### config.mk
export PLATFORM = sky130hd
export DESIGN_NAME = vec_irq_ctrl
export DESIGN_NICKNAME = d
export VERILOG_FILES = /design/src/rtl/vic_pkg.sv /design/src/rtl/vic_enable_regs.sv /design/src/rtl/vic_pending.sv /design/src/rtl/vic_arbiter.sv /design/src/rtl/vec_irq_ctrl.sv
export SDC_FILE = /design/constraint.sdc
export NUM_CORES = 1
export LEC_CHECK = 0
export ABC_AREA = 1
export CORE_MARGIN = 2
export CORE_UTILIZATION = 39
export DETAILED_ROUTE_END_ITERATION = 10
export PLACE_DENSITY_LB_ADDON = 0.3
export SYNTH_ARGS = -nofsm -noshare
export SYNTH_HDL_FRONTEND = slang
export SYNTH_SLANG_ARGS = --single-unit
export TNS_END_PERCENT = 5
### constraint.sdc
create_clock -name clk -period 1.6 [get_ports clk]
set_clock_uncertainty 0.1 [all_clocks]
set_input_delay 0.32 -clock clk [delete_from_list [all_inputs] [get_ports clk]]
set_output_delay 0.32 -clock clk [all_outputs]
set_load 0.005 [all_outputs]
### src/rtl/vic_pkg.sv
package vic_pkg;
  // Jump slot address of source idx: slots follow the reset entry.
  function automatic int unsigned slot_of(int unsigned idx, int unsigned base,
                                          int unsigned stride);
    return base + stride * (idx + 1);
  endfunction
endpackage

### src/rtl/vic_enable_regs.sv
module vic_enable_regs #(
  parameter int unsigned NUM_SRC = 11,
  parameter int unsigned REG_W   = 8,
  parameter int unsigned AW      = 1
) (
  input  logic               clk,
  input  logic               rst_n,
  input  logic               wr,
  input  logic [AW-1:0]      addr,
  input  logic [REG_W-1:0]   wdata,
  output logic [REG_W-1:0]   rdata,
  output logic [NUM_SRC-1:0] en
);
  localparam int unsigned NREG = (NUM_SRC + REG_W - 1) / REG_W;
  localparam int unsigned FULL = NREG * REG_W;

  logic [FULL-1:0] en_q, en_d, live_mask;

  for (genvar s = 0; s < FULL; s++) begin : g_mask
    assign live_mask[s] = (s < NUM_SRC);
  end

  always_comb begin
    en_d = en_q;
    if (wr && (int'(addr) < NREG)) begin
      en_d[int'(addr)*REG_W +: REG_W] = wdata;
    end
    en_d = en_d & live_mask;
  end

  always_ff @(posedge clk or negedge rst_n) begin
    if (!rst_n) en_q <= '0;
    else        en_q <= en_d;
  end

  always_comb begin
    rdata = '0;
    if (int'(addr) < NREG) rdata = en_q[int'(addr)*REG_W +: REG_W];
  end

  assign en = en_q[NUM_SRC-1:0];
endmodule

### src/rtl/vic_pending.sv
module vic_pending #(
  parameter int unsigned NUM_SRC = 11
) (
  input  logic               clk,
  input  logic               rst_n,
  input  logic [NUM_SRC-1:0] req,
  input  logic [NUM_SRC-1:0] clr,
  output logic [NUM_SRC-1:0] pend
);
  logic [NUM_SRC-1:0] pend_d;

  for (genvar i = 0; i < NUM_SRC; i++) begin : g_bit
    // a fresh request outweighs a clear in the same cycle
    assign pend_d[i] = req[i] | (pend[i] & ~clr[i]);
  end

  always_ff @(posedge clk or negedge rst_n) begin
    if (!rst_n) pend <= '0;
    else        pend <= pend_d;
  end
endmodule

### src/rtl/vic_arbiter.sv
module vic_arbiter #(
  parameter int unsigned NUM_SRC    = 11,
  parameter int unsigned VEC_W      = 16,
  parameter int unsigned RESET_ADDR = 0,
  parameter int unsigned SLOT_BYTES = 2
) (
  input  logic [NUM_SRC-1:0] pend,
  input  logic [NUM_SRC-1:0] en,
  input  logic               gie,
  output logic               irq,
  output logic [NUM_SRC-1:0] win,
  output logic [VEC_W-1:0]   vec
);
  import vic_pkg::*;

  logic [NUM_SRC-1:0] live;
  logic               found;
  int unsigned        idx;

  assign live = pend & en;

  always_comb begin
    found = 1'b0;
    idx   = 0;
    for (int i = NUM_SRC - 1; i >= 0; i--) begin
      if (live[i]) begin
        found = 1'b1;
        idx   = i;
      end
    end
  end

  assign irq = gie & found;

  always_comb begin
    win = '0;
    if (found) win[idx] = 1'b1;
  end

  assign vec = irq ? VEC_W'(slot_of(idx, RESET_ADDR, SLOT_BYTES))
                   : VEC_W'(RESET_ADDR);
endmodule

### src/rtl/vec_irq_ctrl.sv
module vec_irq_ctrl #(
  parameter int unsigned NUM_SRC    = 11,
  parameter int unsigned REG_W      = 8,
  parameter int unsigned VEC_W      = 16,
  parameter int unsigned RESET_ADDR = 0,
  parameter int unsigned SLOT_BYTES = 2,
  parameter int unsigned NREG       = (NUM_SRC + REG_W - 1) / REG_W,
  parameter int unsigned AW         = (NREG > 1) ? $clog2(NREG) : 1
) (
  input  logic               clk,
  input  logic               rst_n,
  input  logic [NUM_SRC-1:0] src_req,
  input  logic               reg_wr,
  input  logic [AW-1:0]      reg_addr,
  input  logic [REG_W-1:0]   reg_wdata,
  output logic [REG_W-1:0]   reg_rdata,
  input  logic               ei,
  input  logic               di,
  input  logic               reti,
  input  logic               ack,
  output logic               irq,
  output logic [VEC_W-1:0]   vec_addr,
  output logic               irq_pending
);
  logic [NUM_SRC-1:0] en, pend, win, clr;
  logic               gie_q, gie_d, take;

  vic_enable_regs #(.NUM_SRC(NUM_SRC), .REG_W(REG_W), .AW(AW)) u_en (
    .clk(clk), .rst_n(rst_n), .wr(reg_wr), .addr(reg_addr),
    .wdata(reg_wdata), .rdata(reg_rdata), .en(en)
  );

  vic_pending #(.NUM_SRC(NUM_SRC)) u_pend (
    .clk(clk), .rst_n(rst_n), .req(src_req), .clr(clr), .pend(pend)
  );

  vic_arbiter #(.NUM_SRC(NUM_SRC), .VEC_W(VEC_W), .RESET_ADDR(RESET_ADDR),
                .SLOT_BYTES(SLOT_BYTES)) u_arb (
    .pend(pend), .en(en), .gie(gie_q), .irq(irq), .win(win), .vec(vec_addr)
  );

  assign take = ack & irq;
  assign clr  = take ? win : '0;

  always_comb begin
    gie_d = gie_q;
    if (take)           gie_d = 1'b0;
    else if (di)        gie_d = 1'b0;
    else if (ei | reti) gie_d = 1'b1;
  end

  always_ff @(posedge clk or negedge rst_n) begin
    if (!rst_n) gie_q <= 1'b0;
    else        gie_q <= gie_d;
  end

  assign irq_pending = |pend;
endmodule

# Word level (Yosys, flattened, before mapping)
# Index checks and enable logic that the tools add are counted.
# totals
output_inout_bits,26
inputBits,27
mem_bits_ro,0
reg_bits,23
word_cells,81
mem_bits_rw,0
latchBits,0
memories,0
# op_classes
mux,31
n_reduce_logical,3
multipliers,0
eq_ne,0
shift,3
div,0
n_bitwise,37
addsub,2
order_cmp,2
# ops
operator,n
$mux 4,11
$neg 4->34,1
$shift 8x34->16 const A,1
$shiftx 8x34->16,1
$mux 11,2
$bwmux 16,1
$mux 16,1
$shiftx 16x5->8,1
$mux 1,15
$and 1x1->1,13
$or 1x1->1,12
$and 11x11->11,1
$not 1->1,11
$reduce_or 11->1,1
$add 4x1->5 const B,1
$lt 4x5->1 const B,1
$demux 1 s4,1
$ge 4x1->1 const B,1
$reduce_bool 3->1,1
$logic_and 1x1->1,1

# Logic depth before layout (Yosys ltp)
# depth
depth_word,21
mapped_depth,16
ltp_nobuf,16

# Modules after synthesis
# From an unflattened synthesis, not the netlist that was laid out.
# hier_totals
hier_cells,244
hier_area_um2,1627.8
# modules_own_cells
mod,cells_per_inst,area_each_um2,seq_area_each_um2,instances
vic_enable_regs,69,520.5,275.3,1
vic_arbiter,80,451.7,0.0,1
vic_pending,55,440.4,275.3,1
vec_irq_ctrl,40,215.2,25.0,1

# Worst setup path before layout
# No wires, ideal clock.
# synth_path
kind,reg-to-output
start,register u_pend.pend[8]
end,output port vec_addr[2]
required_ps,1180
path_slack_ps,-141
stages_incl_launch_ff,13
arrival_time_ps,1321
path_buffers,0
cell_sequence,dfrtp_1 > nand2_1 > nand2_1 > nand2_1 > nand2_1 > nand2_1 > nand2_1 > nand2_1 > nand2_1 > nand2_2 > nand2_1 > ha_1 > nor2_1
# synth_between
elab_chain_len,12
# synth_lines
item,line_no,source
from (decl),vic_pending.sv:8,output logic [NUM_SRC-1:0] pend
from (signal assigned),vic_pending.sv:19,else pend <= pend_d;
$and 11x11->11 (*),vic_arbiter.sv:20,assign live = pend & en;
$mux 4 or $mux 1 (tied branches) (9 in a row),vic_arbiter.sv:26,if (live[i]) begin
$add 4x1->5 or $and 1x1->1 (tied branches),"vic_pkg.sv:5, vic_arbiter.sv:33",
$mux 16 (*),vic_arbiter.sv:40,"assign vec = irq ? VEC_W'(slot_of(idx, RESET_ADDR, SLOT_BYTES))"
to (decl),vec_irq_ctrl.sv:22,"output logic [VEC_W-1:0] vec_addr,"
# Every way passes the cells marked *; elsewhere a longest branch is shown, timed or not.

# Worst setup path in the final report
# Same ends and word-level chain as after synthesis.

==> results.yml <==
outcome:
  status: "finished, violations left"
  violations: "negative setup slack"
worst_setup_path:
  worstSetupPathDepth: 10
  cp-end-kind: "output port"
  critPathBufInv: 2
  r2r-end: "u_pend.pend[9]"
  arrival_ns: 1.74
  critPathLaunch: "u_pend.pend[8]"
  cp_max_fo: 3
  slowest_stage: "dfrtp_1"
  critical_path_required_ns: 1.18
  reg2reg_slack_ns: -0.24
  worstSetupPathType: "flop to output port"
  crit_end: "vec_addr[2]"
  cpPeakStageDelay_ns: 0.41
  crit_family: "simple AND/OR/NAND/NOR gates"
  path_common_cell: "nand2_1"
  rr_worst_depth: 17
  crit_chain: "nand2_2, nand2_1, o21ai_2, nand2_1, nand2_1, nand3_2, inv_2, ha_4, nor2_2, buf_2"
  startpoint_type: "flop"
  r2r-start: "u_pend.pend[8]"
placed_design:
  place_inst: 315
  gp_congestion: 0.870
  port_buffers: 40
  dp_slack_ns: -0.577
  dp_hpwl_um: 2660
route:
  routedWlPerCell_um: 10.3
  drtPass1Iterations: 6
  postRouteAntennaNets: 0
  num_vias: 1436
  viasPerCell: 4.42
  finalWirelength_um: 3350
  first_iter_violations: 32
  drc: 0
cts:
  cts_num_sinks: 23
  cts_tree: "yes"
  clockBufferDepth: 2
  htreeDepth: 1
  numCtsBuffers: 3
  root_buffer: "clkbuf_4"
  insertion_delay_ns: 0.31
  path_clk_slew_ns: 0.13
timing:
  hold_viol_final: 0
  setup_slack_ns: -0.561
  setup_violations: 14
  rsz0062_at_grt: "true"
  maxSlewViolCount: 0
  fmax_mhz: 463
  finalCriticalPeriod_ns: 2.16
  period_share: 1.35
floorplan:
  die_width_um: 63.9
  dieArea_mm2: 0.00409
  io_pins: 53
  core_area_mm2: 0.00339
  rows: 21
  die_h_um: 63.9
  start_util: 0.413
finish:
  ff_latch_area_um2: 576
  syn_to_final_growth_pct: 58.6
  fin_util: 0.655
  fill_cells: 303
  stdcell_count: 325
  fin_nets: 309
  multiInputGateArea_um2: 742
  drive_gt1_frac: 0.341
  antennaDiodeCount: 0
synthesis:
  yosysMostFrequentCell: "nand2_1"
  synth_edf_count: 0
  synth.avg_cell_area_um2: 7.04
  synth-main-ff-cell: "dfrtp_1"
  synth_cells: 199
  synth_top_area_cell: "dfrtp_1"
  synth_area_leaders: "dfrtp_1, nand2_1, inv_1"
  synth_common_cells: "nand2_1, inv_1, dfrtp_1"
  synth_top_area_frac: 0.411
  synth_cell_type_count: 22
  ys_ff_latch: 23
  yosysWarningCount: 0
  async_flop_share: 1.00
  syn-cell-area_mm2: 0.00140
  ys_seq_area_frac: 0.411
pwr:
  p_sw_frac: 0.335
  power_leakage_nw: 1.18
  power_switching_uw: 518
  seq_power_share: 0.424
  total_power_mw: 1.55
  ir_drop_mv: 0.401
  internal-power_mw: 1.03
  power-per-cell-area_mw_per_mm2: 696
  clkPwrFrac: 0.175
  power_frac_comb: 0.401
global_route:
  grt_max_degree: 24
  first_global_vias: 1389
  grt_pass1_wl_um: 5730
  antenna_found_initial: 0
  gr-usage-all-layers: 0.176
  grt_remaining_overflow: 0
flow_run:
  drv_cap: 0
worst_hold_path:
  hold_path.class: "input pin to async pin"
-- layout make-up --
| type | count | share of cell area |
|---|---|---|
| Timing Repair Buffer | 79 | 0.303 |
| Inverter | 39 | 0.0659 |
| Clock inverter | 1 | 0.00225 |
| Sequential cell | 23 | 0.259 |
| Multi-Input combinational cell | 134 | 0.334 |
| Clock buffer | 3 | 0.0101 |
| Tap cell | 46 | 0.0259 |
-- worst min path at each step --
stage	start	endpoint	slack (ns)
floorplan	rst_n	gie_q	-0.08
global placement	u_pend.pend[1]	u_pend.pend[1]	0.40
detailed placement	u_pend.pend[1]	u_pend.pend[1]	0.40
CTS	rst_n	u_pend.pend[4]	0.24
global route	rst_n	u_pend.pend[4]	0.24
finish	rst_n	u_pend.pend[4]	0.23
-- routing by layer --
| layer | global-route usage | share of wire | vias up |
|---|---|---|---|
| met1 | 0.222 | 0.44 | 646 |
| met2 | 0.299 | 0.49 | 37 |
| met4 | 0.0842 | 0.030 | 0 |
| met3 | 0.0176 | 0.042 | 10 |
| li1 | - | - | 743 |
| met5 | 0 | 0 | - |
-- placed cells by master (no fill, tap or decap), types with 7 or more instances in the layout --
cell type	n
conb_1	12
nor2_1	12
nand2_2	12
clkdlybuf4s50_1	25
nand2_1	50
dfrtp_1	23
inv_1	31
buf_4	34
inv_2	8
dlygate4sd2_1	7
-- power by group through the flow --
stage	registers (mW)	clock network, mW	logic [mW]
after floorplan	0.658	0	0.278
after global placement	0.661	0	0.558
after detailed placement	0.662	0	0.567
after CTS	0.652	0.280	0.573
after global routing	0.661	0.307	0.698
final	0.655	0.271	0.620
-- stage by stage --
step / hold WS, ns / TNS [ns] / cell area, um^2
after CTS: 0.242 / -4.34 / 2160
after detailed placement: 0.404 / -7.40 / 2080
after floorplan: -0.0756 / -0.0577 / 1460
final: 0.234 / -3.88 / 2220
after global routing: 0.239 / -6.36 / 2220
after global placement: 0.397 / -7.06 / 2080
-- state kept, by name, summed over array words and instances, names as in the netlist --
signal,cells
u_pend.pend,11
gie_q,1
u_en.en_q,11
-- cell families after synthesis --
group | share of synthesized area
and+or+nand+nor | 0.316
buffers and inverters | 0.174
DFF | 0.411
AOI/OAI and AO/OA | 0.0778
adders and majority gates | 0.0179
other | 0.00268
-- repair_timing --
action / 4_1_cts / 5_1_grt
buffers inserted: 6 / 0
hold buffers: 0 / 0
resized for setup: 51 / 24
pin swaps: 20 / 15
endpoints found under the setup margin: 25 / 20
Power figures use the tool's default switching activity.
